## config.mk

```make
export PLATFORM = sky130hd
export DESIGN_NAME = mdio_cmd_engine
export DESIGN_NICKNAME = d
export VERILOG_FILES = /design/src/rtl/mdio_pkg.sv /design/src/rtl/mdio_clkdiv.sv /design/src/rtl/mdio_frame_seq.sv /design/src/rtl/mdio_host_regs.sv /design/src/rtl/mdio_cmd_engine.sv
export SDC_FILE = /design/constraint.sdc
export NUM_CORES = 1
export LEC_CHECK = 0
export BUFFER_PORTS_ARGS = -buffer_cell sky130_fd_sc_hd__buf_2
export CAP_MARGIN = 20
export CELL_PAD_IN_SITES_DETAIL_PLACEMENT = 1
export CELL_PAD_IN_SITES_GLOBAL_PLACEMENT = 2
export CORE_MARGIN = 2
export CORE_UTILIZATION = 39
export DETAILED_ROUTE_END_ITERATION = 12
export GPL_TIMING_DRIVEN = 1
export MAX_ROUTING_LAYER = met4
export PLACE_DENSITY_LB_ADDON = 0.1
export SYNTH_ARGS = -nofsm -noshare
export SYNTH_HDL_FRONTEND = slang
export SYNTH_SLANG_ARGS = --single-unit
export TNS_END_PERCENT = 30
```

## constraint.sdc

```tcl
create_clock -name clk -period 2.3 [get_ports clk]
set_input_delay 0.46 -clock clk [delete_from_list [all_inputs] [get_ports clk]]
set_output_delay 0.46 -clock clk [all_outputs]
set_load 0.005 [all_outputs]
```

## src/rtl/mdio_pkg.sv

```systemverilog
package mdio_pkg;

  localparam int FRAME_BITS = 64;
  localparam int PRE_BITS   = 32;
  localparam int TA_FIRST   = 46;
  localparam int DATA_FIRST = 48;

  localparam int IDLE_BIT = 15;
  localparam int OP_BIT   = 13;

  localparam logic SEL_CTRL = 1'b0;
  localparam logic SEL_DATA = 1'b1;

  typedef enum logic {
    OP_READ  = 1'b0,
    OP_WRITE = 1'b1
  } mdio_op_e;

  typedef struct packed {
    mdio_op_e   op;
    logic [4:0] phy;
    logic [4:0] regad;
  } mdio_cmd_t;

  function automatic logic [FRAME_BITS-1:0] build_frame(mdio_cmd_t c, logic [15:0] d);
    logic [1:0]  opc;
    logic [1:0]  ta;
    logic [15:0] dd;
    if (c.op == OP_WRITE) begin
      opc = 2'b01;
      ta  = 2'b10;
      dd  = d;
    end else begin
      opc = 2'b10;
      ta  = 2'b00;
      dd  = 16'h0000;
    end
    return {{PRE_BITS{1'b1}}, 2'b01, opc, c.phy, c.regad, ta, dd};
  endfunction

endpackage

```

## src/rtl/mdio_clkdiv.sv

```systemverilog
module mdio_clkdiv #(
  parameter int HALF = 10
) (
  input  logic clk,
  input  logic rst_n,
  input  logic run,
  output logic mdc,
  output logic rise,
  output logic fall
);
  localparam int CW = (HALF > 1) ? $clog2(HALF) : 1;
  localparam logic [CW-1:0] LAST = CW'(HALF - 1);

  logic [CW-1:0] cnt_q, cnt_d;
  logic          mdc_q, mdc_d;
  logic          wrap;

  always_comb begin
    wrap = run && (cnt_q == LAST);
    rise = wrap && !mdc_q;
    fall = wrap && mdc_q;
    if (!run) begin
      cnt_d = '0;
      mdc_d = 1'b0;
    end else if (wrap) begin
      cnt_d = '0;
      mdc_d = ~mdc_q;
    end else begin
      cnt_d = cnt_q + CW'(1);
      mdc_d = mdc_q;
    end
  end

  always_ff @(posedge clk or negedge rst_n) begin
    if (!rst_n) begin
      cnt_q <= '0;
      mdc_q <= 1'b0;
    end else begin
      cnt_q <= cnt_d;
      mdc_q <= mdc_d;
    end
  end

  assign mdc = mdc_q;

endmodule

```

## src/rtl/mdio_frame_seq.sv

```systemverilog
module mdio_frame_seq
  import mdio_pkg::*;
(
  input  logic        clk,
  input  logic        rst_n,
  input  logic        start,
  input  mdio_cmd_t   cmd,
  input  logic [15:0] wdata,
  input  logic        rise,
  input  logic        fall,
  input  logic        mdio_i,
  output logic        busy,
  output logic        done,
  output logic        mdio_o,
  output logic        mdio_oe,
  output logic [15:0] cap
);
  localparam int IW = $clog2(FRAME_BITS);
  localparam logic [IW-1:0] IDX_LAST = IW'(FRAME_BITS - 1);
  localparam logic [IW-1:0] IDX_TA   = IW'(TA_FIRST);
  localparam logic [IW-1:0] IDX_DATA = IW'(DATA_FIRST);

  logic                  busy_q, busy_d;
  logic [IW-1:0]         idx_q, idx_d;
  logic [FRAME_BITS-1:0] sh_q, sh_d;
  mdio_op_e              op_q, op_d;
  logic [15:0]           cap_q, cap_d;

  always_comb begin
    busy_d = busy_q;
    idx_d  = idx_q;
    sh_d   = sh_q;
    op_d   = op_q;
    cap_d  = cap_q;
    done   = 1'b0;
    if (!busy_q) begin
      if (start) begin
        busy_d = 1'b1;
        idx_d  = '0;
        sh_d   = build_frame(cmd, wdata);
        op_d   = cmd.op;
      end
    end else begin
      if (rise && (op_q == OP_READ) && (idx_q >= IDX_DATA))
        cap_d = {cap_q[14:0], mdio_i};
      if (fall) begin
        if (idx_q == IDX_LAST) begin
          busy_d = 1'b0;
          done   = 1'b1;
        end else begin
          idx_d = idx_q + IW'(1);
          sh_d  = {sh_q[FRAME_BITS-2:0], 1'b0};
        end
      end
    end
  end

  always_ff @(posedge clk or negedge rst_n) begin
    if (!rst_n) begin
      busy_q <= 1'b0;
      idx_q  <= '0;
      sh_q   <= '0;
      op_q   <= OP_READ;
      cap_q  <= '0;
    end else begin
      busy_q <= busy_d;
      idx_q  <= idx_d;
      sh_q   <= sh_d;
      op_q   <= op_d;
      cap_q  <= cap_d;
    end
  end

  assign busy    = busy_q;
  assign mdio_o  = sh_q[FRAME_BITS-1];
  assign mdio_oe = busy_q && !((op_q == OP_READ) && (idx_q >= IDX_TA));
  assign cap     = cap_q;

endmodule

```

## src/rtl/mdio_host_regs.sv

```systemverilog
module mdio_host_regs
  import mdio_pkg::*;
(
  input  logic        clk,
  input  logic        rst_n,
  input  logic        host_wr,
  input  logic        host_addr,
  input  logic [15:0] host_wdata,
  input  logic        busy,
  input  logic        done,
  input  logic [15:0] cap,
  output logic        start,
  output mdio_cmd_t   launch_cmd,
  output mdio_cmd_t   cmd_q,
  output logic [15:0] data_q,
  output logic [15:0] host_rdata
);
  mdio_cmd_t   cmd_d;
  logic [15:0] data_d;

  always_comb begin
    launch_cmd.op    = mdio_op_e'(host_wdata[OP_BIT]);
    launch_cmd.phy   = host_wdata[12:8];
    launch_cmd.regad = host_wdata[4:0];
    start  = host_wr && (host_addr == SEL_CTRL) && !busy;
    cmd_d  = start ? launch_cmd : cmd_q;
    data_d = data_q;
    if (done && (cmd_q.op == OP_READ))
      data_d = cap;
    else if (host_wr && (host_addr == SEL_DATA) && !busy)
      data_d = host_wdata;
  end

  always_ff @(posedge clk or negedge rst_n) begin
    if (!rst_n) begin
      cmd_q  <= '0;
      data_q <= '0;
    end else begin
      cmd_q  <= cmd_d;
      data_q <= data_d;
    end
  end

  always_comb begin
    if (host_addr == SEL_CTRL)
      host_rdata = {!busy, 1'b0, cmd_q.op, cmd_q.phy, 3'b000, cmd_q.regad};
    else
      host_rdata = data_q;
  end

endmodule

```

## src/rtl/mdio_cmd_engine.sv

```systemverilog
module mdio_cmd_engine
  import mdio_pkg::*;
#(
  parameter int MDC_HALF = 10
) (
  input  logic        clk,
  input  logic        rst_n,
  input  logic        host_wr,
  input  logic        host_addr,
  input  logic [15:0] host_wdata,
  output logic [15:0] host_rdata,
  output logic        mdc,
  output logic        mdio_o,
  output logic        mdio_oe,
  input  logic        mdio_i
);
  logic        busy;
  logic        done;
  logic        start;
  logic        rise;
  logic        fall;
  logic [15:0] cap;
  logic [15:0] data_q;
  mdio_cmd_t   launch_cmd;
  mdio_cmd_t   cmd_q;
  logic [10:0] cmd_bits;

  assign cmd_bits = cmd_q;

  mdio_host_regs u_regs (
    .clk        (clk),
    .rst_n      (rst_n),
    .host_wr    (host_wr),
    .host_addr  (host_addr),
    .host_wdata (host_wdata),
    .busy       (busy),
    .done       (done),
    .cap        (cap),
    .start      (start),
    .launch_cmd (launch_cmd),
    .cmd_q      (cmd_q),
    .data_q     (data_q),
    .host_rdata (host_rdata)
  );

  mdio_clkdiv #(.HALF(MDC_HALF)) u_div (
    .clk   (clk),
    .rst_n (rst_n),
    .run   (busy),
    .mdc   (mdc),
    .rise  (rise),
    .fall  (fall)
  );

  mdio_frame_seq u_seq (
    .clk     (clk),
    .rst_n   (rst_n),
    .start   (start),
    .cmd     (launch_cmd),
    .wdata   (data_q),
    .rise    (rise),
    .fall    (fall),
    .mdio_i  (mdio_i),
    .busy    (busy),
    .done    (done),
    .mdio_o  (mdio_o),
    .mdio_oe (mdio_oe),
    .cap     (cap)
  );

endmodule

```

* Yosys cells after proc, flatten, opt, wreduce, memory -nomap -nowiden
Index checks and enable logic that the tools add are counted.
** Cells by class
- Reductions and logical operators :: 20
- $lt $le $gt $ge :: 2
- Mux-type cells :: 25
- Equality and inequality tests :: 5
- Add/sub/neg operators :: 2
- Bitwise operators :: 5
** Operator list (count)
- 64-bit two-way mux :: 4
- 16-bit two-way mux :: 4
- 6-bit two-way mux :: 4
- 6-bit >= comparator (second input constant) :: 2
- 1-bit logical AND :: 12
- 1-bit two-way mux :: 9
- 4-bit two-way mux :: 2
- 6-bit by 1-bit adder with 6-bit output (second input constant) :: 1
- 6-bit equality test (second input constant) :: 1
- 2-bit != test (second input constant) :: 3
- 1-bit inverter :: 5
- 4-bit by 1-bit adder with 4-bit output (second input constant) :: 1
- 4-bit equality test (second input constant) :: 1
- 2-bit two-way mux :: 2
- 2-bit AND reduction :: 2
- 2-bit nonzero test :: 2
- 1-bit logical NOT :: 3
- 3-bit AND reduction :: 1
** Storage, ports and cells
- Input port bits :: 21
- Register bits after elaboration :: 120
- Output and inout port bits :: 19

* Logic depth before layout (Yosys ltp)
Gate-level depths: netlist of run 1.
- Word-level depth :: 7
- Mapped depth :: 8

* Hierarchy
Synthesis of run 1 repeated with hierarchy kept, for this count alone.
** Second synthesis, totals
- Cells, all modules :: 499
- Area total of the unflattened synthesis :: 5654.2 um^2
** Modules (own cells, without submodules)
- mdio_frame_seq :: cells each 366, area an instance 3823.7 um^2, instances 1, sequential area each 2202.1 um^2
- mdio_host_regs :: cells each 108, area an instance 1570.3 um^2, instances 1, sequential area each 675.6 um^2
- mdio_clkdiv :: cells each 25, area an instance 260.2 um^2, instances 1, sequential area each 125.1 um^2

* Worst setup path before layout of run 1
OpenSTA, ideal clock, no wires.
- Path type :: flip-flop to flip-flop
- Start :: register u_div.cnt_q[1]
- End :: register u_seq.cap_q[10] (netlist: u_seq.cap[10])
- Arrival :: 1.742 ns
- Setup time :: 0.125 ns
- Period minus slack after synthesis :: 1.867 ns
- Path buffers :: 1
- Path slack :: 0.433 ns
- Required time :: 2.175 ns
- Cell stages (with the launch flop) :: 7
- Cell sequence :: dfrtp_1 > inv_1 > ha_1 > nand4b_4 > nor3_2 > buf_4 > mux2_2
** On the way
- Cells in the longest elaborated chain, start to end :: 6
** RTL lines
- start: declaration :: RTL line mdio_clkdiv.sv:14 : logic [CW-1:0] cnt_q, cnt_d;
- start signal: assignment :: RTL line mdio_clkdiv.sv:39 : cnt_q <= cnt_d;
- 4-bit equality test :: RTL line mdio_clkdiv.sv:19 : wrap = run && (cnt_q == LAST);
- 1-bit logical AND :: RTL line mdio_clkdiv.sv:19
- 1-bit logical AND :: RTL line mdio_clkdiv.sv:20 : rise = wrap && !mdc_q;
- 1-bit logical AND (2 in a row) :: RTL line mdio_frame_seq.sv:44 : if (rise && (op_q == OP_READ) && (idx_q >= IDX_DATA))
- 2-bit AND reduction (no line)
- end signal: assignment :: RTL line mdio_frame_seq.sv:70 : cap_q <= cap_d;
- end: declaration :: RTL line mdio_frame_seq.sv:27 : logic [15:0] cap_q, cap_d;
Every way passes these cells.
A chain may end at the register's enable or synchronous reset.

* Final worst setup path of run 1
- Start :: register u_seq.busy_q (netlist: u_seq.busy)
- End :: output host_rdata[15]
** On the way
- Cells in the longest elaborated chain, start to end :: 2
** RTL lines
- start: declaration :: RTL line mdio_frame_seq.sv:23 : logic busy_q, busy_d;
- start signal: assignment :: RTL line mdio_frame_seq.sv:66 : busy_q <= busy_d;
- 1-bit logical NOT
- 16-bit two-way mux :: RTL line mdio_host_regs.sv:45 : if (host_addr == SEL_CTRL)
- end: declaration :: RTL line mdio_cmd_engine.sv:11 : output logic [15:0] host_rdata,
Every way passes these cells.

==> impl_table.tex, run 1 <==
\begin{tabular}{lr}
\hline
Metric & Value \\
\hline
\multicolumn{2}{l}{\textbf{Synth}} \\
Total standard cell area after synthesis & 0.005313 mm2 \\
Top cells by area, synth & sky130\_fd\_sc\_hd\_\_dfrtp\_1 56\%, sky130\_fd\_sc\_hd\_\_mux2\_2 5.7\%, sky130\_fd\_sc\_hd\_\_nor2\_1 5.0\% \\
Main flop type after synthesis & sky130\_fd\_sc\_hd\_\_dfrtp\_1 \\
Number of distinct standard cells referenced by the synthesized netlist & 45 \\
Yosys top cell by area & sky130\_fd\_sc\_hd\_\_dfrtp\_1 \\
Proportion of netlist area held by the largest area contributor & 0.5605 \\
Post-synth top cells & 119 x sky130\_fd\_sc\_hd\_\_dfrtp\_1, 71 x sky130\_fd\_sc\_hd\_\_nor2\_1, 41 x sky130\_fd\_sc\_hd\_\_nand2\_1 \\
Post-Syn Nets & between 500 and 600 \\
Library cell with the highest instance count after synthesis & sky130\_fd\_sc\_hd\_\_dfrtp\_1 \\
Share of flip-flops with an asynchronous set or reset after synthesis & 1.000 \\
Post-Synthesis Cells & roughly 510 \\
Register bit total from synthesis & 119 \\
Average instance area after synthesis & roughly 10 um2 \\
Synthesis Warnings & 0 \\
EDFF count, synth & 0 \\
Share of synthesized area occupied by flip-flops and latches & 0.5605 \\
\multicolumn{2}{l}{\textbf{Finish}} \\
Layout cells sized above 1 & 0.2415 \\
Inserted Diodes & 0 \\
Finished layout cell area & 0.006385 mm2 \\
Area growth, synth to finish & 20.18\% \\
Final standard cell count with taps included and fillers excluded & between 700 and 800 \\
Net count reported at finish & around 570 \\
\multicolumn{2}{l}{\textbf{Pwr}} \\
Overall power & between 6 and 7 mW \\
Worst-case vdd ir drop & 0.5395 mV \\
Leakage power & 2.918 nW \\
Power density of the placed cells & just over 1000 mW/mm2 \\
\multicolumn{2}{l}{\textbf{Detailed routing}} \\
Drt initial violations & roughly 230 \\
Routed via count & 3911 \\
Number of nets still failing antenna checks after routing & 0 \\
Routed wire per std cell & between 15 and 20 um \\
Via count normalized by instance count & about 5.3 \\
Count of TritonRoute iterations in the first routing pass & 4 \\
Routed wire length & $\sim$13 mm \\
DR DRC count & 0 \\
\multicolumn{2}{l}{\textbf{Floorplanning}} \\
Chip height & 120.7 um \\
Chip width & 120.7 um \\
Total die area & 0.01457 mm2 \\
Number of core rows & between 40 and 50 \\
Boundary Pins & 40 \\
Starting utilization of the core area & 0.3996 \\
Core Box Area & 0.01330 mm2 \\
\multicolumn{2}{l}{\textbf{Worst setup path}} \\
Path type of the worst setup path & flop to output pin \\
Required time worst endpoint & 1840 ps \\
Kind of start point of the critical path & flop \\
Worst Path Arrival & 1550 ps \\
Setup slack on the worst flop-to-flop path & around 420 ps \\
Worst R2R Start & u\_div.cnt\_q[0] \\
Critical R2R Capture & u\_seq.sh\_q[23] \\
Number of cells on the worst reg-to-reg path & 6 \\
Critical path endpoint category & output pin \\
Maximum fanout count along the critical path & 19 \\
\multicolumn{2}{l}{\textbf{Timing}} \\
Post-route clock period utilization & 0.8730 \\
Total negative setup slack & 0 ps \\
Highest attainable clock frequency & between 400 and 500 MHz \\
Final count of negative-setup-slack endpoints & 0 \\
Minimum clock period after layout & approximately 2000 ps \\
Number of slew-limit violations in the final report & 0 \\
Clock Skew & between 8 and 9 ps \\
Unrepaired setup endpoints after global routing & false \\
Slew at the pin closest to its max-slew limit & between 400 and 500 ps \\
Final hold vios & 0 \\
Worst slew margin & 0.6987 \\
\multicolumn{2}{l}{\textbf{Placed design}} \\
Port buffer count & 39 \\
Placement Cell Area & 0.005734 mm2 \\
Final HPWL DP & about 8.1 mm \\
RePlAce Congestion & between 0.7 and 0.8 \\
Total instance count after detailed placement & between 700 and 800 \\
\multicolumn{2}{l}{\textbf{Clocking}} \\
Root buffer selected by CTS & sky130\_fd\_sc\_hd\_\_clkbuf\_16 \\
Clock buffers created by TritonCTS & 17 \\
Max H-tree Level & 4 \\
Total clock sinks & approximately 120 \\
Clock tree from TritonCTS & yes \\
Clock Tree Buf Depth & 2 \\
CTS clk-pin slew, worst paths & around 60 ps \\
Resize count post-CTS & 0 \\
Setup Buffers After CTS & 0 \\
Clock latency on the worst-skew pair & 420 ps \\
\multicolumn{2}{l}{\textbf{GRT}} \\
Vias in the first global route & roughly 4200 \\
Aggregate global-route resource usage & 0.1956 \\
Global-route congestion overflow total & 0 \\
Global-route wire length before repair & between 20 and 25 mm \\
Number of antenna violations at the first check in global routing & 0 \\
Pin count of the biggest net entering global routing & 72 \\
\multicolumn{2}{l}{\textbf{Worst hold path}} \\
Hold path startpoint & mdio\_i \\
Min-Delay Path Depth & 2 \\
Worst min-delay path category & primary input to flop \\
Worst min-delay path endpoint & u\_seq.cap[0] \\
\multicolumn{2}{l}{\textbf{Job}} \\
Max capacitance violation total & 0 \\
\multicolumn{2}{l}{\textbf{Run status}} \\
Result of the run & completed \\
\hline
\end{tabular}
[stage by stage]
stage	util	setup slack (ps)	hold slack [ps]
5_1_grt	0.4802	213.1	258.4
2_1_floorplan	-	433.0	164.4
6_report	0.4802	292.1	270.6
3_3_place_gp	0.4313	458.8	315.4
4_1_cts	0.4802	291.1	259.5
3_5_place_dp	0.4313	411.6	319.3
[worst max-delay path by stage]
stage                   endpoint           start  depth (start not counted)  slack, ps
2_1_floorplan      u_seq.cap[10]  u_div.cnt_q[1]                          6        430
3_3_place_gp   u_regs.data_q[15]  u_div.cnt_q[1]                          7        460
3_5_place_dp      u_seq.sh_q[23]       host_addr                          6        410
4_1_cts           host_rdata[15]      u_seq.busy                          3        290
5_1_grt           host_rdata[15]      u_seq.busy                          3        210
6_report          host_rdata[15]      u_seq.busy                          3        290
[layer usage]
layer	vias up	global-route usage	part of all wire
met5	-	-	0
met4	0	0.06613	0.012
met3	15	0.04811	0.025
met2	46	0.3008	0.49
met1	2004	0.2543	0.47
li1	1846	-	-
[area by class of cell]
type,instances,area [um2]
Clock buffer,23,498.0
Clock inverter,8,142.6
Fill cell,1477,6910
Inverter,9,33.78
Multi-Input combinational cell,343,2127
Sequential cell,119,2978
Tap cell,176,220.2
Timing Repair Buffer,57,385.4
[timing repair]
action | 4_1_cts | 5_1_grt
hold buffers | 1 | 0
hold endpoints to repair | 7 | 0
endpoints found under the setup margin | 0 | 0
[placed cells by master, fill, tap and decap left out, types with 4 or more instances in the layout]
cell type / synthesis / layout
sky130_fd_sc_hd__a21o_1: 10 / 10
sky130_fd_sc_hd__a21o_2: 6 / 6
sky130_fd_sc_hd__a21oi_1: 38 / 38
sky130_fd_sc_hd__a22o_1: 10 / 10
sky130_fd_sc_hd__a22o_2: 6 / 6
sky130_fd_sc_hd__a22oi_1: 16 / 16
sky130_fd_sc_hd__and2_1: 7 / 7
sky130_fd_sc_hd__buf_12: 0 / 4
sky130_fd_sc_hd__buf_2: 8 / 38
sky130_fd_sc_hd__buf_4: 1 / 14
sky130_fd_sc_hd__bufinv_16: 0 / 4
sky130_fd_sc_hd__clkbuf_16: 0 / 17
sky130_fd_sc_hd__clkbuf_8: 0 / 5
sky130_fd_sc_hd__dfrtp_1: 119 / 119
sky130_fd_sc_hd__inv_1: 9 / 9
sky130_fd_sc_hd__mux2_2: 27 / 27
sky130_fd_sc_hd__mux2i_1: 11 / 11
sky130_fd_sc_hd__nand2_1: 41 / 41
sky130_fd_sc_hd__nand3_1: 33 / 33
sky130_fd_sc_hd__nor2_1: 71 / 71
sky130_fd_sc_hd__o21ai_0: 25 / 25
sky130_fd_sc_hd__o21ai_1: 10 / 10
[where the power goes]
group	switching, mW	internal (mW)
logic	0.469	0.459
registers	0.329	2.46
clock network	0.930	1.94
total	1.73	4.87
[state kept, by name, summed over array words and instances, names as in the netlist]
register       flops
u_seq.busy         1
u_seq.sh_q        64
u_regs.cmd_q      11
u_div.mdc          1
u_regs.data_q     16
u_div.cnt_q        4
u_seq.idx_q        6
u_seq.cap         16
[logic make-up after synthesis]
| kind of cell | after synthesis | share of synthesized area |
|---|---|---|
| AND/OR/NAND/NOR | 170 | 0.1510 |
| flip-flops | 119 | 0.5605 |
| adder cells (fa/ha/maj) | 3 | 0.007066 |
| buffers and inverters | 45 | 0.04004 |
| AO/OA/AOI/OAI | 129 | 0.1573 |
| multiplexers | 39 | 0.08078 |
| XOR/XNOR | 2 | 0.003298 |
[worst max-delay path: stages (launching register included)]
cell and delay [ps]:
sky130_fd_sc_hd__dfrtp_1 460, sky130_fd_sc_hd__buf_4 250, sky130_fd_sc_hd__o21ai_0 250, sky130_fd_sc_hd__buf_2 160
Note: power is estimated with default switching activity, not from simulation.
==> run 2, diff against run 1 <==
==> constraint.sdc (replaced) <==
create_clock -name clk -period 2.3 [get_ports clk]
set_input_delay 0.115 -clock clk [delete_from_list [all_inputs] [get_ports clk]]
set_output_delay 0.115 -clock clk [all_outputs]
set_load 0.005 [all_outputs]
==> impl_table.tex, run 2 (synthesized netlist as in run 1, its figures left out) <==
\begin{tabular}{lr}
\hline
Metric & Value \\
\hline
\multicolumn{2}{l}{\textbf{Worst setup path}} \\
Number of cells on the worst reg-to-reg path & 6 (unchanged) \\
Maximum fanout count along the critical path & 18 (-1) \\
Worst Path Arrival & 1930 ps (+380 ps) \\
Path type of the worst setup path & flop to output pin \\
Kind of start point of the critical path & flop \\
Startpoint of the most critical setup path & u\_seq.busy \\
Required time worst endpoint & 2180 ps (+340 ps) \\
Worst R2R Start & u\_div.cnt\_q[0] \\
Critical path endpoint category & output pin \\
\multicolumn{2}{l}{\textbf{Timing}} \\
Highest attainable clock frequency & 488.4 MHz (-1.9\%) \\
Number of slew-limit violations in the final report & 0 (unchanged) \\
Final hold vios & 0 (unchanged) \\
Slew at the pin closest to its max-slew limit & 868.9 ps (+416.9 ps) \\
Minimum clock period after layout & 2047 ps (+39.61 ps) \\
Post-Route Hold Slack & 12.56 ps (-258.1 ps) \\
Worst slew margin & 0.4201 (-0.2786) \\
Unrepaired setup endpoints after global routing & false \\
Clock Skew & 5.550 ps (-2.937 ps) \\
Total negative setup slack & 0 ps (unchanged) \\
Post-route clock period utilization & 0.8902 (+0.01722) \\
Final count of negative-setup-slack endpoints & 0 (unchanged) \\
\multicolumn{2}{l}{\textbf{Finish}} \\
Commonest cells after routing, fill and taps aside & 119 x sky130\_fd\_sc\_hd\_\_dfrtp\_1, 71 x sky130\_fd\_sc\_hd\_\_nor2\_1, 41 x sky130\_fd\_sc\_hd\_\_nand2\_1 \\
Register with the most flip-flops & u\_seq.sh\_q \\
Most common library cell in the layout ignoring fill and taps & sky130\_fd\_sc\_hd\_\_dfrtp\_1 \\
Inserted Diodes & 0 (unchanged) \\
Layout Utilization & 0.4896 (+0.009317) \\
Net count reported at finish & 583 (+2.1\%) \\
Area growth, synth to finish & 22.52\% \\
Flip-flop count of the largest register, all copies and words added & 64 (unchanged) \\
Layout cells sized above 1 & 0.2347 (-0.006827) \\
\multicolumn{2}{l}{\textbf{Clocking}} \\
CTS clk-pin slew, worst paths & 50 ps (about the same) \\
Root buffer selected by CTS & sky130\_fd\_sc\_hd\_\_clkbuf\_16 \\
Clock buffers created by TritonCTS & 17 (unchanged) \\
Clock tree from TritonCTS & yes \\
Clock latency on the worst-skew pair & 410 ps (about the same) \\
Max H-tree Level & 4 (unchanged) \\
Total clock sinks & 119 (unchanged) \\
Setup Buffers After CTS & 0 (unchanged) \\
Clock Tree Buf Depth & 2 (unchanged) \\
\multicolumn{2}{l}{\textbf{Floorplanning}} \\
Chip height & 120.7 um (unchanged) \\
Chip width & 120.7 um (unchanged) \\
Number of core rows & 42 (unchanged) \\
Core Box Area & 0.01330 mm2 (unchanged) \\
Boundary Pins & 40 (unchanged) \\
Total die area & 0.01457 mm2 (unchanged) \\
Starting utilization of the core area & 0.3996 (unchanged) \\
\multicolumn{2}{l}{\textbf{Placed design}} \\
Final HPWL DP & 8.074 mm (-0.13\%) \\
RePlAce Congestion & 0.7509 (+0.71\%) \\
Port buffer count & 39 (unchanged) \\
\multicolumn{2}{l}{\textbf{GRT}} \\
Aggregate global-route resource usage & 0.2006 (+0.005039) \\
Number of antenna violations at the first check in global routing & 0 (unchanged) \\
Vias in the first global route & 4176 (-0.024\%) \\
Pin count of the biggest net entering global routing & 78 (+8.3\%) \\
Global-route wire length before repair & 21.93 mm (+1.7\%) \\
Global-route congestion overflow total & 0 (unchanged) \\
\multicolumn{2}{l}{\textbf{Worst hold path}} \\
Hold path startpoint & host\_wdata[7] \\
Worst min-delay path category & primary input to flop \\
Min-Delay Path Depth & 3 (+1) \\
\multicolumn{2}{l}{\textbf{Pwr}} \\
Power density of the placed cells & 1028 mW/mm2 (-0.48\%) \\
Leakage power & 2.976 nW (+2.0\%) \\
Worst-case vdd ir drop & 0.5992 mV (+11\%) \\
\multicolumn{2}{l}{\textbf{Detailed routing}} \\
DR DRC count & 0 (unchanged) \\
Routed wire length & 13.06 mm (+3.0\%) \\
Number of nets still failing antenna checks after routing & 0 (unchanged) \\
Routed via count & 3957 (+1.2\%) \\
Routed wire per std cell & 17.48 um (+1.4\%) \\
Via count normalized by instance count & 5.297 (-0.45\%) \\
Count of TritonRoute iterations in the first routing pass & 4 (unchanged) \\
Drt initial violations & 187 (-19\%) \\
\multicolumn{2}{l}{\textbf{Job}} \\
Max capacitance violation total & 0 (unchanged) \\
\multicolumn{2}{l}{\textbf{Run status}} \\
Result of the run & completed \\
\hline
\end{tabular}
run 2: routing by layer:
metal	global-route usage	up-vias	part of all wire
met5	-	-	0
met4	0.07849	0	0.016
met3	0.03821	17	0.024
met2	0.3224	51	0.50
met1	0.2519	2016	0.46
li1	-	1873	-
run 2: power by group:
part	internal, mW	switching, mW	leakage (nW)
logic	0.474	0.487	1.24
registers	2.46	0.322	1.41
clock network	2.02	0.923	0.326
run 2: cell type report:
class / instances / area (um2)
sequential: 119 / 2978
timing repair buffer: 69 / 495.5
multi-input combinational: 343 / 2127
fill: 1446 / 6787
inverter: 9 / 33.78
clock buffer: 22 / 484.2
tap: 176 / 220.2
clock inverter: 9 / 170.2
run 2: through the flow:
| stage | instances | area, um2 | setup slack [ps] | total power [mW] |
|---|---|---|---|---|
| detailed placement | 702 | 5714 | 320.6 | 3.759 |
| finish | 747 | 6509 | 252.5 | 6.692 |
| floorplan | 507 | 5313 | 433.0 | 3.383 |
| global route | 747 | 6509 | 140.9 | 7.029 |
| CTS | 747 | 6509 | 230.1 | 6.762 |
| global placement | 702 | 5714 | 377.2 | 3.689 |
run 2: timing repair:
action / 4_1_cts / 5_1_grt
hold buffers: 14 / 0
endpoints found under the hold margin: 53 / 0
gates resized for setup: 0 / 0
run 2: worst max-delay path, stage by stage (launching register included):
cell                      delay [ps]
sky130_fd_sc_hd__dfrtp_1         520
sky130_fd_sc_hd__buf_4           330
sky130_fd_sc_hd__buf_4           300
sky130_fd_sc_hd__o21ai_0         190
sky130_fd_sc_hd__buf_2           160
run 2: path summary, 6_finish.rpt:
check	slack, ps	end
worst max-delay path	250	host_rdata[15]
worst min-delay path	10	u_regs.data_q[7]
worst max register to register	320	u_seq.sh_q[11]
worst min register to register	470	u_regs.cmd_q[2]
max in group asynchronous	1400	u_regs.cmd_q[6]
min in group asynchronous	250	u_seq.sh_q[35]
==> run 3, diff against run 2 <==
Settings changed: PLACE_DENSITY set to 0.89, PLACE_DENSITY_LB_ADDON 0.1 to not set, SKIP_LAST_GASP set to 1.
==> impl_table.tex, run 3 (synthesized netlist as in run 1, its figures left out) <==
\begin{tabular}{lr}
\hline
Metric & Value \\
\hline
\multicolumn{2}{l}{\textbf{Clocking}} \\
Root buffer selected by CTS & sky130\_fd\_sc\_hd\_\_clkbuf\_16 \\
Clock latency on the worst-skew pair & 420 ps (about the same) \\
Clock buffers created by TritonCTS & 17 (unchanged) \\
Total clock sinks & 119 (unchanged) \\
Max H-tree Level & 4 (unchanged) \\
Clock tree from TritonCTS & yes \\
Resize count post-CTS & 0 (unchanged) \\
Cts hold-fix bufs & 15 (+1) \\
CTS clk-pin slew, worst paths & 60 ps (about the same) \\
Clock Tree Buf Depth & 2 (unchanged) \\
Setup Buffers After CTS & 0 (unchanged) \\
\multicolumn{2}{l}{\textbf{GRT}} \\
Global-route congestion overflow total & 0 (unchanged) \\
Global-route wire length before repair & 22.14 mm (+0.94\%) \\
Vias in the first global route & 4346 (+4.1\%) \\
Pin count of the biggest net entering global routing & 120 (+54\%) \\
Number of antenna violations at the first check in global routing & 0 (unchanged) \\
Aggregate global-route resource usage & 0.2024 (+0.001752) \\
\multicolumn{2}{l}{\textbf{Worst setup path}} \\
Kind of start point of the critical path & flop \\
Path type of the worst setup path & flop to flop \\
Required time worst endpoint & 2590 ps (+410 ps) \\
Critical path endpoint category & flop \\
Maximum fanout count along the critical path & 21 (+3) \\
Number of cells on the worst reg-to-reg path & 6 (unchanged) \\
Worst Path Arrival & 2270 ps (+340 ps) \\
Critical R2R Capture & u\_seq.sh\_q[24] \\
Worst R2R Start & u\_seq.idx\_q[0] \\
Setup slack on the worst flop-to-flop path & 320 ps (about the same) \\
\multicolumn{2}{l}{\textbf{Finish}} \\
Register with the most flip-flops & u\_seq.sh\_q \\
Flip-flop count of the largest register, all copies and words added & 64 (unchanged) \\
Inserted Diodes & 0 (unchanged) \\
Layout cells sized above 1 & 0.2329 (-0.001751) \\
Area growth, synth to finish & 21.76\% \\
Most common library cell in the layout ignoring fill and taps & sky130\_fd\_sc\_hd\_\_dfrtp\_1 \\
Commonest cells after routing, fill and taps aside & 119 x sky130\_fd\_sc\_hd\_\_dfrtp\_1, 71 x sky130\_fd\_sc\_hd\_\_nor2\_1, 41 x sky130\_fd\_sc\_hd\_\_nand2\_1 \\
Net count reported at finish & 582 (-0.17\%) \\
\multicolumn{2}{l}{\textbf{Detailed routing}} \\
Number of nets still failing antenna checks after routing & 0 (unchanged) \\
Routed wire per std cell & 17.73 um (+1.4\%) \\
Drt initial violations & 236 (+26\%) \\
Via count normalized by instance count & 5.304 (+0.13\%) \\
Routed via count & 3962 (+0.13\%) \\
Count of TritonRoute iterations in the first routing pass & 4 (unchanged) \\
Routed wire length & 13.24 mm (+1.4\%) \\
DR DRC count & 0 (unchanged) \\
\multicolumn{2}{l}{\textbf{Timing}} \\
Highest attainable clock frequency & 504.2 MHz (+3.2\%) \\
Total negative setup slack & 0 ps (unchanged) \\
Minimum clock period after layout & 1983 ps (-64.23 ps) \\
Slew at the pin closest to its max-slew limit & 850.4 ps (-18.58 ps) \\
Final critical-path setup slack & 316.7 ps (+64.23 ps) \\
Number of slew-limit violations in the final report & 0 (unchanged) \\
Post-Route Hold Slack & 25.69 ps (+13.12 ps) \\
Worst slew margin & 0.4325 (+0.01240) \\
Unrepaired setup endpoints after global routing & false \\
Post-route clock period utilization & 0.8623 (-0.02793) \\
Final count of negative-setup-slack endpoints & 0 (unchanged) \\
Clock Skew & 8.212 ps (+2.662 ps) \\
Final hold vios & 0 (unchanged) \\
\multicolumn{2}{l}{\textbf{Pwr}} \\
Power density of the placed cells & 1017 mW/mm2 (-1.1\%) \\
Worst-case vdd ir drop & 0.6371 mV (+6.3\%) \\
Overall power & 6.577 mW (-1.7\%) \\
Leakage power & 2.929 nW (-1.6\%) \\
\multicolumn{2}{l}{\textbf{Floorplanning}} \\
Boundary Pins & 40 (unchanged) \\
Core Box Area & 0.01330 mm2 (unchanged) \\
Total die area & 0.01457 mm2 (unchanged) \\
Chip width & 120.7 um (unchanged) \\
Starting utilization of the core area & 0.3996 (unchanged) \\
Chip height & 120.7 um (unchanged) \\
Number of core rows & 42 (unchanged) \\
\multicolumn{2}{l}{\textbf{Worst hold path}} \\
Min-Delay Path Depth & 3 (unchanged) \\
Worst min-delay path endpoint & u\_regs.data\_q[15] \\
Worst min-delay path category & primary input to flop \\
Hold path startpoint & host\_wdata[15] \\
\multicolumn{2}{l}{\textbf{Placed design}} \\
Final HPWL DP & 7.869 mm (-2.5\%) \\
Pre-CTS setup slack & 335.9 ps (+15.23 ps) \\
RePlAce Congestion & 0.7345 (-2.2\%) \\
Port buffer count & 39 (unchanged) \\
\multicolumn{2}{l}{\textbf{Job}} \\
Max capacitance violation total & 0 (unchanged) \\
\multicolumn{2}{l}{\textbf{Run status}} \\
Result of the run & completed \\
\hline
\end{tabular}
[run 3: layer usage]
layer	up-vias	GRT usage	wire length [um]	share of wire
met5	-	-	0	0
met4	0	0.08212	212	0.016
met3	19	0.04198	282	0.021
met2	52	0.3404	6896	0.52
met1	2021	0.2375	5850	0.44
li1	1870	-	-	-
[run 3: final cells by class]
cell class | count | area [um2]
clock inverter | 12 | 175.2
inverter | 9 | 33.78
fill | 1468 | 6827
multi-input combinational | 343 | 2127
tap | 176 | 220.2
sequential | 119 | 2978
timing repair buffer | 68 | 478.0
clock buffer | 20 | 456.7
[run 3: worst max path at each step]
stage / from / endpoint / slack [ps] / cells past startpoint
after floorplan: u_div.cnt_q[1] / u_seq.cap[10] / 430 / 6
after global placement: u_div.cnt_q[1] / u_regs.data_q[4] / 400 / 7
after detailed placement: u_div.cnt_q[0] / u_seq.sh_q[9] / 340 / 6
after CTS: u_div.cnt_q[0] / u_seq.sh_q[17] / 320 / 6
after global routing: u_seq.idx_q[0] / u_seq.sh_q[23] / 150 / 6
final: u_seq.idx_q[0] / u_seq.sh_q[24] / 320 / 6
[run 3: worst max-delay path: stages, from the launching register on]
cell and delay [ps]:
sky130_fd_sc_hd__dfrtp_1 410, sky130_fd_sc_hd__ha_1 250, sky130_fd_sc_hd__nand3_4 130, sky130_fd_sc_hd__o211ai_4 380
sky130_fd_sc_hd__and2_1 270, sky130_fd_sc_hd__buf_4 270, sky130_fd_sc_hd__o21ai_1 130
[run 3: report_power, final]
| part | switching [mW] | total (mW) | leakage [nW] | internal (mW) |
|---|---|---|---|---|
| logic | 0.495 | 0.967 | 1.23 | 0.472 |
| registers | 0.326 | 2.79 | 1.41 | 2.46 |
| clock network | 0.958 | 2.82 | 0.290 | 1.86 |
[run 3: through the flow]
| stage | util | cell area, um2 | cells |
|---|---|---|---|
| finish | 0.4865 | 6469 | 747 |
| global route | 0.4865 | 6469 | 747 |
| CTS | 0.4865 | 6469 | 747 |
| detailed placement | 0.4277 | 5687 | 700 |
| global placement | 0.4277 | 5687 | 700 |
| floorplan | - | 5313 | 507 |
